[src/rtl/mce_pkg.sv]
package mce_pkg;

    typedef enum logic [2:0] {
        S_IDLE,
        S_LOAD,
        S_STREAM,
        S_DRAIN,
        S_FINISH
    } eng_state_t;

    localparam int CSR_AW = 3;

    localparam logic [CSR_AW-1:0] A_CTRL = 3'd0;
    localparam logic [CSR_AW-1:0] A_STAT = 3'd1;
    localparam logic [CSR_AW-1:0] A_SRC  = 3'd2;
    localparam logic [CSR_AW-1:0] A_DST  = 3'd3;
    localparam logic [CSR_AW-1:0] A_CNT  = 3'd4;
    localparam logic [CSR_AW-1:0] A_MASK = 3'd5;
    localparam logic [CSR_AW-1:0] A_CMP  = 3'd6;

    localparam int B_START = 0;
    localparam int B_INV   = 1;
    localparam int B_BUSY  = 0;
    localparam int B_DONE  = 1;

endpackage

[src/rtl/mce_regs.sv]
module mce_regs
    import mce_pkg::*;
#(
    parameter int W = 32
) (
    input  logic              clk,
    input  logic              rst_n,
    input  logic [CSR_AW-1:0] csr_address,
    input  logic              csr_write,
    input  logic [W-1:0]      csr_writedata,
    output logic [W-1:0]      csr_readdata,
    input  logic              busy,
    input  logic              finish,
    output logic              start_go,
    output logic [W-1:0]      src_base,
    output logic [W-1:0]      dst_base,
    output logic [W-1:0]      elem_count,
    output logic [W-1:0]      mask,
    output logic [W-1:0]      cmpv,
    output logic              invert
);

    logic done_q;

    // a start is taken only when the engine is idle
    assign start_go = csr_write && (csr_address == A_CTRL)
                      && csr_writedata[B_START] && !busy;

    always_ff @(posedge clk) begin
        if (!rst_n) begin
            src_base   <= '0;
            dst_base   <= '0;
            elem_count <= '0;
            mask       <= '0;
            cmpv       <= '0;
            invert     <= 1'b0;
        end else if (csr_write) begin
            unique case (csr_address)
                A_CTRL:  invert     <= csr_writedata[B_INV];
                A_SRC:   src_base   <= csr_writedata;
                A_DST:   dst_base   <= csr_writedata;
                A_CNT:   elem_count <= csr_writedata;
                A_MASK:  mask       <= csr_writedata;
                A_CMP:   cmpv       <= csr_writedata;
                default: ;
            endcase
        end
    end

    always_ff @(posedge clk) begin
        if (!rst_n)        done_q <= 1'b0;
        else if (start_go) done_q <= 1'b0;
        else if (finish)   done_q <= 1'b1;
    end

    always_comb begin
        csr_readdata = '0;
        unique case (csr_address)
            A_CTRL: csr_readdata[B_INV] = invert;
            A_STAT: begin
                csr_readdata[B_BUSY] = busy;
                csr_readdata[B_DONE] = done_q;
            end
            A_SRC:   csr_readdata = src_base;
            A_DST:   csr_readdata = dst_base;
            A_CNT:   csr_readdata = elem_count;
            A_MASK:  csr_readdata = mask;
            A_CMP:   csr_readdata = cmpv;
            default: csr_readdata = '0;
        endcase
    end

    // done and busy are exclusive
    p_done_excl_r8: assert property (@(posedge clk) disable iff (!rst_n)
        !(done_q && busy));

    // done rises only on a finishing cycle
    p_done_rise_r8: assert property (@(posedge clk) disable iff (!rst_n)
        $rose(done_q) |-> $past(finish));

endmodule

[src/rtl/mce_fetch.sv]
module mce_fetch #(
    parameter int W     = 32,
    parameter int DEPTH = 8
) (
    input  logic         clk,
    input  logic         rst_n,
    input  logic         load,
    input  logic [W-1:0] src_base,
    input  logic [W-1:0] elem_count,
    input  logic         enable,
    output logic [W-1:0] rd_address,
    output logic         rd_read,
    input  logic         rd_waitrequest,
    input  logic         retire,
    output logic         all_issued
);

    localparam int          HW   = $clog2(DEPTH + 1);
    localparam logic [W-1:0] STEP = W'(W / 8);

    logic [W-1:0]  ptr_q;
    logic [W-1:0]  left_q;
    logic [HW-1:0] held_q;   // issued and not yet retired
    logic          accept;

    assign rd_read    = enable && (left_q != '0) && (held_q < HW'(DEPTH));
    assign accept     = rd_read && !rd_waitrequest;
    assign rd_address = ptr_q;
    assign all_issued = (left_q == '0);

    always_ff @(posedge clk) begin
        if (!rst_n) begin
            ptr_q  <= '0;
            left_q <= '0;
        end else if (load) begin
            ptr_q  <= src_base;
            left_q <= elem_count;
        end else if (accept) begin
            ptr_q  <= ptr_q + STEP;
            left_q <= left_q - 1'b1;
        end
    end

    always_ff @(posedge clk) begin
        if (!rst_n) begin
            held_q <= '0;
        end else begin
            unique case ({accept, retire})
                2'b10:   held_q <= held_q + 1'b1;
                2'b01:   held_q <= held_q - 1'b1;
                default: held_q <= held_q;
            endcase
        end
    end

    // a stalled read keeps strobe and address
    p_rd_hold_r4: assert property (@(posedge clk) disable iff (!rst_n)
        rd_read && rd_waitrequest |=> rd_read && $stable(rd_address));

    // back-to-back accepted reads step by one word
    p_rd_step_r3: assert property (@(posedge clk) disable iff (!rst_n)
        accept |=> !rd_read || (rd_address == $past(rd_address) + STEP));

    // nothing retires that was not issued
    p_credit_r3: assert property (@(posedge clk) disable iff (!rst_n)
        retire |-> held_q != '0);

endmodule

[src/rtl/mce_fifo.sv]
module mce_fifo #(
    parameter int W     = 32,
    parameter int DEPTH = 8
) (
    input  logic         clk,
    input  logic         rst_n,
    input  logic         push,
    input  logic [W-1:0] din,
    input  logic         pop,
    output logic [W-1:0] dout,
    output logic         not_empty
);

    localparam int PW = (DEPTH > 1) ? $clog2(DEPTH) : 1;
    localparam int CW = $clog2(DEPTH + 1);

    logic [W-1:0]  store_q [DEPTH];
    logic [PW-1:0] wp_q;
    logic [PW-1:0] rp_q;
    logic [CW-1:0] cnt_q;

    function automatic logic [PW-1:0] wrap_inc(input logic [PW-1:0] p);
        return (p == PW'(DEPTH - 1)) ? '0 : p + 1'b1;
    endfunction

    assign dout      = store_q[rp_q];
    assign not_empty = (cnt_q != '0);

    always_ff @(posedge clk) begin
        if (push) store_q[wp_q] <= din;
    end

    always_ff @(posedge clk) begin
        if (!rst_n) begin
            wp_q  <= '0;
            rp_q  <= '0;
            cnt_q <= '0;
        end else begin
            if (push) wp_q <= wrap_inc(wp_q);
            if (pop)  rp_q <= wrap_inc(rp_q);
            unique case ({push, pop})
                2'b10:   cnt_q <= cnt_q + 1'b1;
                2'b01:   cnt_q <= cnt_q - 1'b1;
                default: cnt_q <= cnt_q;
            endcase
        end
    end

    // read data never arrives into a full buffer
    p_no_overflow_r3: assert property (@(posedge clk) disable iff (!rst_n)
        push |-> cnt_q != CW'(DEPTH));

    // elements are only consumed when present
    p_no_underflow_r5: assert property (@(posedge clk) disable iff (!rst_n)
        pop |-> cnt_q != '0);

endmodule

[src/rtl/mce_store.sv]
module mce_store #(
    parameter int W = 32
) (
    input  logic         clk,
    input  logic         rst_n,
    input  logic         load,
    input  logic [W-1:0] dst_base,
    input  logic [W-1:0] elem_count,
    input  logic [W-1:0] mask,
    input  logic [W-1:0] cmpv,
    input  logic         invert,
    input  logic         head_valid,
    input  logic [W-1:0] head_data,
    output logic         pop,
    output logic [W-1:0] wr_address,
    output logic         wr_write,
    output logic [W-1:0] wr_writedata,
    input  logic         wr_waitrequest,
    output logic         all_retired
);

    localparam logic [W-1:0] STEP = W'(W / 8);

    logic [W-1:0] ptr_q;
    logic [W-1:0] left_q;
    logic [W-1:0] mask_q;
    logic [W-1:0] cmp_q;
    logic         inv_q;
    logic         pass;

    assign pass         = ((head_data & mask_q) != cmp_q) ^ inv_q;
    assign wr_write     = head_valid && pass;
    assign wr_writedata = head_data;
    assign wr_address   = ptr_q;
    // a rejected element retires at once; a passing one when taken
    assign pop          = head_valid && (!pass || !wr_waitrequest);
    assign all_retired  = (left_q == '0);

    always_ff @(posedge clk) begin
        if (!rst_n) begin
            ptr_q  <= '0;
            left_q <= '0;
            mask_q <= '0;
            cmp_q  <= '0;
            inv_q  <= 1'b0;
        end else if (load) begin
            ptr_q  <= dst_base;
            left_q <= elem_count;
            mask_q <= mask;
            cmp_q  <= cmpv;
            inv_q  <= invert;
        end else if (pop) begin
            ptr_q  <= ptr_q + STEP;
            left_q <= left_q - 1'b1;
        end
    end

    // a stalled write keeps strobe, address and data
    p_wr_hold_r4: assert property (@(posedge clk) disable iff (!rst_n)
        wr_write && wr_waitrequest |=> wr_write && $stable(wr_address)
                                       && $stable(wr_writedata));

    // no element retires beyond the programmed count
    p_retire_r11: assert property (@(posedge clk) disable iff (!rst_n)
        pop |-> left_q != '0);

endmodule

[src/rtl/mask_copy_engine.sv]
module mask_copy_engine
    import mce_pkg::*;
#(
    parameter int W     = 32,
    parameter int DEPTH = 8
) (
    input  logic              clk,
    input  logic              rst_n,
    input  logic [CSR_AW-1:0] csr_address,
    input  logic              csr_write,
    input  logic [W-1:0]      csr_writedata,
    output logic [W-1:0]      csr_readdata,
    output logic [W-1:0]      rd_address,
    output logic              rd_read,
    input  logic              rd_waitrequest,
    input  logic [W-1:0]      rd_readdata,
    input  logic              rd_readdatavalid,
    output logic [W-1:0]      wr_address,
    output logic              wr_write,
    output logic [W-1:0]      wr_writedata,
    input  logic              wr_waitrequest
);

    eng_state_t state_q, state_d;

    logic         busy, finish, fetch_en, start_go;
    logic [W-1:0] src_base, dst_base, elem_count, mask, cmpv;
    logic         invert;
    logic         all_issued, all_retired;
    logic         head_valid, retire;
    logic [W-1:0] head_data;

    mce_regs #(.W(W)) u_regs (
        .clk(clk), .rst_n(rst_n),
        .csr_address(csr_address), .csr_write(csr_write),
        .csr_writedata(csr_writedata), .csr_readdata(csr_readdata),
        .busy(busy), .finish(finish), .start_go(start_go),
        .src_base(src_base), .dst_base(dst_base), .elem_count(elem_count),
        .mask(mask), .cmpv(cmpv), .invert(invert)
    );

    mce_fetch #(.W(W), .DEPTH(DEPTH)) u_fetch (
        .clk(clk), .rst_n(rst_n), .load(start_go),
        .src_base(src_base), .elem_count(elem_count), .enable(fetch_en),
        .rd_address(rd_address), .rd_read(rd_read),
        .rd_waitrequest(rd_waitrequest), .retire(retire),
        .all_issued(all_issued)
    );

    mce_fifo #(.W(W), .DEPTH(DEPTH)) u_fifo (
        .clk(clk), .rst_n(rst_n),
        .push(rd_readdatavalid), .din(rd_readdata),
        .pop(retire), .dout(head_data), .not_empty(head_valid)
    );

    mce_store #(.W(W)) u_store (
        .clk(clk), .rst_n(rst_n), .load(start_go),
        .dst_base(dst_base), .elem_count(elem_count),
        .mask(mask), .cmpv(cmpv), .invert(invert),
        .head_valid(head_valid), .head_data(head_data), .pop(retire),
        .wr_address(wr_address), .wr_write(wr_write),
        .wr_writedata(wr_writedata), .wr_waitrequest(wr_waitrequest),
        .all_retired(all_retired)
    );

    // state register
    always_ff @(posedge clk) begin
        if (!rst_n) state_q <= S_IDLE;
        else        state_q <= state_d;
    end

    // next state
    always_comb begin
        state_d = state_q;
        unique case (state_q)
            S_IDLE:   if (start_go)    state_d = S_LOAD;
            S_LOAD:   state_d = all_issued ? S_FINISH : S_STREAM;
            S_STREAM: if (all_issued)  state_d = S_DRAIN;
            S_DRAIN:  if (all_retired) state_d = S_FINISH;
            S_FINISH: state_d = S_IDLE;
            default:  state_d = S_IDLE;
        endcase
    end

    // state outputs
    always_comb begin
        busy     = 1'b1;
        fetch_en = 1'b0;
        finish   = 1'b0;
        unique case (state_q)
            S_IDLE:   busy     = 1'b0;
            S_LOAD:   ;
            S_STREAM: fetch_en = 1'b1;
            S_DRAIN:  ;
            S_FINISH: finish   = 1'b1;
            default:  busy     = 1'b0;
        endcase
    end

    // no bus activity while idle
    p_idle_quiet_r11: assert property (@(posedge clk) disable iff (!rst_n)
        (state_q == S_IDLE) |-> !rd_read && !wr_write);

    // the run only ends after every element has retired
    p_finish_drained_r11: assert property (@(posedge clk) disable iff (!rst_n)
        (state_q == S_FINISH) |-> !head_valid && all_retired);

    // a run that issued nothing writes nothing
    p_zero_quiet_r10: assert property (@(posedge clk) disable iff (!rst_n)
        (state_q == S_LOAD) && all_issued |-> !wr_write);

endmodule

[config.mk]
export PLATFORM = sky130hd
export DESIGN_NAME = mask_copy_engine
export DESIGN_NICKNAME = d
export VERILOG_FILES = /design/src/rtl/mce_pkg.sv /design/src/rtl/mce_regs.sv /design/src/rtl/mce_fetch.sv /design/src/rtl/mce_fifo.sv /design/src/rtl/mce_store.sv /design/src/rtl/mask_copy_engine.sv
export SDC_FILE = /design/constraint.sdc
export NUM_CORES = 1
export LEC_CHECK = 0
export BUFFER_PORTS_ARGS = -buffer_cell sky130_fd_sc_hd__buf_2
export CORE_UTILIZATION = 41
export DETAILED_ROUTE_END_ITERATION = 8
export PLACE_DENSITY = 0.65
export SETUP_SLACK_MARGIN = 0.3
export SLEW_MARGIN = 20
export SYNTH_ARGS = -nofsm -noshare
export SYNTH_HDL_FRONTEND = slang
export SYNTH_SLANG_ARGS = --single-unit
[constraint.sdc]
create_clock -name clk -period 6.7 [get_ports clk]
set_clock_uncertainty 0.05 [all_clocks]
set_input_delay 1.34 -clock clk [delete_from_list [all_inputs] [get_ports clk]]
set_output_delay 1.34 -clock clk [all_outputs]
set_load 0.02 [all_outputs]
# After elaboration in Yosys (flattened, before gate mapping)
# Memory sizes are Yosys's and may differ from the RTL's. A register that Yosys moved wholly into a read port is not among the register bits.
# Cells that the tools add are included.
[word_totals]
regBits = 372
out_inout_bits = 130
ramBits = 256
in_bits = 73
mem_count = 1
[classes]
n_mux = 27
bitwise = 3
addsub = 10
magnitude_cmp = 1
n_eq_ne = 20
reduce_logical = 32
[memory_table]
columns = ["memory", "depth", "width", "read_ports", "rd_ports_with_merged_regs", "wr", "line", "source"]
rows = [
  ["u_fifo.store_q", 8, 32, 1, 1, 1, "mce_fifo.sv:17", "logic [W-1:0] store_q [DEPTH];"],
]
[op_table]
columns = ["cell", "n"]
rows = [
  ["2-to-1 mux 32 bit", 8],
  ["case mux 30 bit (5 select lines)", 1],
  ["adder 32 x 3 -> 32 bit, second input constant", 2],
  ["logical NOT 32 bit", 2],
  ["subtractor 32 x 1 -> 32 bit, second input constant", 2],
  ["AND 32 bit", 1],
  ["inequality test 32 bit", 1],
  ["nonzero test 32 bit", 1],
  ["2-to-1 mux 3 bit", 8],
  ["equality test 3 bit, second input constant", 6],
  ["case mux 4 bit (2 select lines)", 2],
  ["equality test 3 x 2 -> 1 bit, second input constant", 4],
  ["case mux 3 bit (4 select lines)", 1],
  ["AND reduction 2 bit", 6],
  ["adder 4 x 1 -> 4 bit, second input constant", 2],
  ["logical AND 1 bit", 8],
  ["nonzero test 2 bit", 4],
  ["subtractor 4 x 1 -> 4 bit, second input constant", 2],
  ["case mux 1 bit (7 select lines)", 1],
  ["adder 3 x 1 -> 3 bit, second input constant", 2],
  ["equality test 3 x 1 -> 1 bit, second input constant", 2],
  ["logical NOT 3 bit", 2],
  ["inequality test 2 bit, second input constant", 3],
  ["case mux 1 bit (6 select lines)", 1],
  ["other kinds (12)", 21],
]

# Longest topological paths before layout
# Gate-level depths: netlist of the first run.
[depth]
depth_word = 8
depth_mapped = 21
depth_no_buf = 17

# Hierarchy
# A second synthesis of the first run with hierarchy kept.
[unflattened]
hier_cells = 2635
area_unflattened_um2 = 28838.9
[by_module_without_submodules]
columns = ["mod", "cells_per_inst", "instances", "seq_area_each_um2", "area_per_inst_um2"]
rows = [
  ["mce_fifo", 442, 1, 7947.6, 10436.3],
  ["mce_regs", 874, 1, 3243.1, 7333.3],
  ["mce_store", 802, 1, 2582.5, 6854.1],
  ["mce_fetch", 498, 1, 1361.3, 4025.1],
  ["mask_copy_engine", 19, 1, 60.1, 190.2],
]

# Least setup slack after synthesis of the first run
# Ideal clock, no wire load.
[synth_path]
path_kind = "input-to-output"
startpoint = "input port csr_address[1]"
endpoint = "output port csr_readdata[12]"
required_ps = 5310
stages = 6
arrival_time_ps = 2853
n_path_buf = 3
slack_ps = 2457
path_cell_list = "clkbuf_1 > nor2_1 > and2_1 > clkbuf_1 > clkbuf_1 > a221o_1"
[synth_via]
elab_chain_len = 2
word_cells_on_any_way = 6
[synth_rtl]
columns = ["element", "line", "source"]
rows = [
  ["start, declared", "mask_copy_engine.sv:9", "input logic [CSR_AW-1:0] csr_address,"],
  ["equality test 3 bit or equality test 3 x 2 -> 1 bit (tied branches)", "mce_regs.sv:58", "unique case (csr_address)"],
  ["case mux 30 bit (5 select lines) *", "mce_regs.sv:58", ""],
  ["end, declared", "mask_copy_engine.sv:12", "output logic [W-1:0] csr_readdata,"],
]
# Every way passes the cells marked *; elsewhere a longest branch is shown, timed or not.

==> results of run 1 <==
[power by group through the flow]
stage / registers, uW / clock network (uW) / logic [uW]
2_1_floorplan: 4430 / 0 / 1840
3_3_place_gp: 4490 / 0 / 2470
3_5_place_dp: 4510 / 0 / 2530
4_1_cts: 4430 / 3730 / 2540
5_1_grt: 4460 / 3890 / 2780
6_report: 4430 / 3690 / 2570
[area by class of cell]
type | instances | share of cell area, %
Timing Repair Buffer | 243 | 4.27
Inverter | 45 | 0.555
Antenna cell | 4 | 0.0315
Sequential cell | 631 | 47.8
Clock inverter | 21 | 0.563
Tap cell | 873 | 3.44
Clock buffer | 101 | 6.25
Multi-Input combinational cell | 1973 | 37.1
[worst max-delay path, cell delays in order (launching register included)]
cell and delay [ns]:
dfxtp_4 0.73, buf_12 0.36, mux2_2 0.38, o22ai_1 0.25, nor4_1 0.11, nor4_1 0.49, nand4_1 0.22, nor4_4 0.58
xor2_1 0.13, nor2_1 0.19, buf_2 0.20
[logic make-up (layout without fill, tap and decap cells)]
group                      after synthesis  count (layout)  synth area share (%)
and+or+nand+nor                       1078            1078                  17.8
xor gates and xnor gates                24              24                 0.749
adders and majority gates               15              15                 0.669
other                                    0               4                     0
AOI/OAI and AO/OA                      694             694                  15.7
buffers and inverters                  254             410                  4.04
DFF                                    631             631                  54.2
muxes                                  162             162                  6.82
[final timing paths]
check | start | endpoint | slack, ns | depth (start not counted)
hold / removal | u_fetch.rd_address[1] | u_fetch.rd_address[1] | 0.41 | 2
setup reg to reg | register | u_fifo.cnt_q[2] | 1.18 | 17
setup / recovery | register | wr_write | 1.01 | 10
hold reg to reg | u_fetch.rd_address[1] | u_fetch.rd_address[1] | 0.41 | 2
[stage by stage]
stage	instances	power [uW]	hold slack, ns	setup slack, ns	instance area [sq um]
floorplan	2858	6260	0.382	2.46	28000
global placement	3765	6960	0.398	1.40	29600
detailed placement	3765	7030	0.401	1.24	29600
CTS	3887	10700	0.409	0.928	31800
global route	3888	11100	0.433	0.778	31800
finish	3891	10700	0.409	1.01	31800
[placed cells by master (no fill, tap or decap), types with 54 or more instances in the layout]
| master | instances |
|---|---|
| a22o_1 | 54 |
| buf_2 | 201 |
| nor4_1 | 54 |
| nand2_1 | 544 |
| o21ai_0 | 85 |
| clkbuf_16 | 70 |
| mux2_2 | 58 |
| a21oi_1 | 306 |
| dfxtp_1 | 374 |
| mux2i_1 | 85 |
| nand3_1 | 77 |
| edfxtp_1 | 256 |
| nor2_1 | 149 |
[per-layer routing]
layer  track usage [%]  up-vias  part of all wire [%]
li1                  -    10711                     -
met1              34.4    11675                    40
met2              40.8     1172                    46
met3              4.99      214                   8.7
met4              13.3       14                   5.4
met5                 0        -                  0.11
==> flow_summary.yaml, run 1 <==
logic_synthesis:
  yosysTopAreaCell: "edfxtp_1"
  syn_inst: 2858
  netlist_area_sq_mm: 0.0280
  syn_nets: 2946
  synth_edf_count: 256
  yosysWarnings: 0
  synth_cell_types: 75
  yosys-top-cells-area: "edfxtp_1, dfxtp_1, nand2_1, a21oi_1, mux2i_1"
  async_flop_share_pct: 0
  avgSynthCellArea_sq_um: 9.81
  yosysSeqAreaShare_pct: 54.2
  synth_most_common_cell: "nand2_1"
  synth_seq_cells: 631
  netlist_top_cells_count: "nand2_1, dfxtp_1, a21oi_1"
  synth.top_cell.area_share_pct: 27.4
  yosys_most_used_dff: "dfxtp_1"
job:
  drv_cap: 0
final_layout:
  multi_input_area_sq_mm: 0.0118
  final_core_util_pct: 47.2
  layout.nets: 3052
  drive_above_1_share_pct: 14.9
  top_register: "u_fifo.store_q"
  fillers: 6214
  regArea_sq_mm: 0.0152
  largest_reg_flops: 256
  syn2layout_area_growth_pct: 13.4
cts:
  clk_latency_ns: 0.61
  postCtsSetupRepairBufs: 0
  clockBufferDepth: 3
  ctsHoldBuffers: 0
  cts_tree: "done"
  cts_buffers: 70
  clkSlewWorstSetupHoldPaths_ns: 0.05
  cts_sinks: 631
  root_buffer: "clkbuf_16"
  h-tree-depth: 3
  cts_resized: 0
worst_setup_path:
  end_kind: "output port"
  critPathKind: "register to output port"
  cp.arrival_ns: 4.30
  cp.required_ns: 5.31
  crit_path_max_fanout: 49
  start_kind: "register"
placement:
  place_congestion: 0.911
  portBuffers: 202
  place_hpwl_um: 62400
grt:
  antenna_found_initial: 11
  grt_max_degree: 150
  grt_pass1_vias: 22177
  grt_pass1_wl_um: 139000
  track_usage_pct: 26.1
  grt.overflow.total: 0
pwr:
  switching_share_pct: 32.2
  leakage_uw: 0.0111
  power_density_mw_per_mm2: 336
  seqPwrFrac_pct: 41.5
  p_switching_uw: 3440
  combinationalPowerShare_pct: 24.0
  p_clk_share_pct: 34.5
  peakVddDrop_uv: 257
  power.internal_uw: 7240
sta:
  setup-tns-final_ns: 0
  fin_crit_ns: 5.69
  period_share_pct: 84.9
  timing.fmax_ghz: 0.176
  finalMaxSlewViolations: 0
  tightest_slew_ns: 1.13
  finalSetupViolCount: 0
  slew_headroom_pct: 23.6
  final-hold-violation-count: 0
  rsz0062_at_grt: "no"
die:
  row_count: 95
  core_area_sq_mm: 0.0674
  die_w_um: 264
  ioPinCount: 203
  die_y_um: 264
  start_util_pct: 41.6
  die_area_sq_mm: 0.0695
detailed_routing:
  wl_per_cell_um: 23.7
  drcViolationCount: 0
  vias: 23786
  drt_wl_total_um: 92400
  ant_nets: 0
  vias_per_cell: 6.11
  first_pass_iters: 6
  dr.first_iter.drc_count: 2877
run_status:
  status: "complete, no violations"
worst_hold_path:
  min_path_type: "register to register"
Power figures use the tool's default switching activity.
==> inputs of run 2 (changes only) <==
==> constraint.sdc (replaced) <==
create_clock -name clk -period 5.7 [get_ports clk]
set_clock_uncertainty 0.05 [all_clocks]
set_input_delay 1.14 -clock clk [delete_from_list [all_inputs] [get_ports clk]]
set_output_delay 1.14 -clock clk [all_outputs]
set_load 0.02 [all_outputs]
==> flow_summary.yaml, run 2 (synthesis results as in run 1) <==
sta:
  final-hold-violation-count: 0
  setup-tns-final_ns: 0
  fin_crit_ns: 5.15
  tightest_slew_ns: 1.06
  setup_slack_ns: 0.553
  finalSetupViolCount: 0
  timing.fmax_ghz: 0.194
  hold_slack_ns: 0.409
  finalMaxSlewViolations: 0
  slew_headroom_pct: 28.5
  rsz0062_at_grt: "no"
  period_share_pct: 90.3
final_layout:
  multi_input_area_sq_mm: 0.0118
  drive_above_1_share_pct: 15.5
  top_register: "u_fifo.store_q"
  layout.nets: 3063
  fillers: 6162
  largest_reg_flops: 256
  final_common_cell: "nand2_1"
  regArea_sq_mm: 0.0152
  syn2layout_area_growth_pct: 14.4
  layout_common_cells: "nand2_1, dfxtp_1, a21oi_1"
  design_area_sq_mm: 0.0321
worst_setup_path:
  path_buf_inv: 3
  cp.arrival_ns: 3.96
  critPathKind: "register to output port"
  path_cells: "buf_12 > mux4_2 > mux2_2 > nand3b_1 > nor4b_1 > nand4_1 > nor4_4 > buf_4 > xor2_1 > nor2_1 > buf_2"
  end_kind: "output port"
  crit_slowest_cell: "dfxtp_4"
  cpPeakStageDelay_ns: 0.53
  start_kind: "register"
  cpLargestDelayFamily: "simple AND/OR/NAND/NOR gates"
  crit_path_max_fanout: 31
  cp.required_ns: 4.51
detailed_routing:
  dr.first_iter.drc_count: 2511
  drt_wl_total_um: 92500
  first_pass_iters: 7
  ant_nets: 0
  vias: 23541
  wl_per_cell_um: 23.7
  vias_per_cell: 6.03
  drcViolationCount: 0
pwr:
  leakage_uw: 0.0112
  power_density_mw_per_mm2: 401
  peakVddDrop_uv: 318
  power.total_uw: 12900
cts:
  cts_tree: "done"
  clkSlewWorstSetupHoldPaths_ns: 0.06
  h-tree-depth: 3
  cts_sinks: 631
  clockBufferDepth: 3
  ctsHoldBuffers: 0
  clk_latency_ns: 0.62
  cts_buffers: 69
  root_buffer: "clkbuf_16"
placement:
  dpl_cell_area_sq_mm: 0.0297
  place_congestion: 0.926
  pre_cts_slack_ns: 0.535
  portBuffers: 202
  place_hpwl_um: 63300
die:
  start_util_pct: 41.6
  core_area_sq_mm: 0.0674
  ioPinCount: 203
  die_y_um: 264
  row_count: 95
  die_w_um: 264
  die_area_sq_mm: 0.0695
grt:
  grt_max_degree: 145
  grt.overflow.total: 0
  grt_pass1_wl_um: 137000
  grt_pass1_vias: 22067
  track_usage_pct: 25.9
  antenna_found_initial: 13
run_status:
  status: "complete, no violations"
job:
  drv_cap: 0
worst_hold_path:
  min_path_type: "register to register"
==> run 2: area by class of cell <==
| class | instances | area share (%) |
|---|---|---|
| multi-input combinational | 1973 | 36.7 |
| clock inverter | 27 | 0.920 |
| inverter | 45 | 0.562 |
| clock buffer | 92 | 6.32 |
| tap | 873 | 3.40 |
| sequential | 631 | 47.4 |
| timing repair buffer | 255 | 4.66 |
| antenna | 7 | 0.0546 |
==> run 2: worst paths after layout <==
check                           cells after the start                     to                  start  slack [ns]
worst max-delay path                               11               wr_write               register        0.55
worst min-delay path                                2  u_fetch.rd_address[1]  u_fetch.rd_address[1]        0.41
worst max register to register                     19        u_fifo.cnt_q[3]               register        0.62
worst min register to register                      2  u_fetch.rd_address[1]  u_fetch.rd_address[1]        0.41
==> run 2: power by group <==
group / internal, uW / leakage [uW] / switching [uW]
logic: 1100 / 0.00470 / 2000
clock network: 2730 / 0.00116 / 1840
registers: 4930 / 0.00536 / 253
==> run 2: worst reg2reg max path: stages, from the launching register on <==
cell        delay (ns)
dfxtp_4           0.53
buf_12            0.28
mux4_2            0.53
mux2_2            0.33
nand3b_1          0.09
nor4b_1           0.27
nand4_1           0.34
nor4_4            0.36
buf_4             0.19
buf_4             0.13
mux2i_2           0.22
nand2_1           0.13
clkinvlp_4        0.23
ha_1              0.28
nor4bb_1          0.34
a21oi_1           0.07
nor2_1            0.12
a21oi_1           0.06
or3_1             0.31
a21oi_1           0.14
==> run 2: timing repair <==
action / CTS / global route
buffers inserted: 2 / 1
gates resized for setup: 0 / 1
pin swaps: 1 / 0
endpoints found under the setup margin: 1 / 5
==> run 2: per-layer routing <==
layer	GRT usage [%]	routed length, um
met2	40.7	42100
met1	34.3	37900
met3	4.95	7890
met5	0	74
met4	12.5	4530
==> run 2: stage by stage <==
step / util (%) / std cells
2_1_floorplan: - / 2858
3_3_place_gp: 44.1 / 3774
3_5_place_dp: 44.1 / 3774
4_1_cts: 47.5 / 3895
5_1_grt: 47.6 / 3901
6_report: 47.6 / 3903
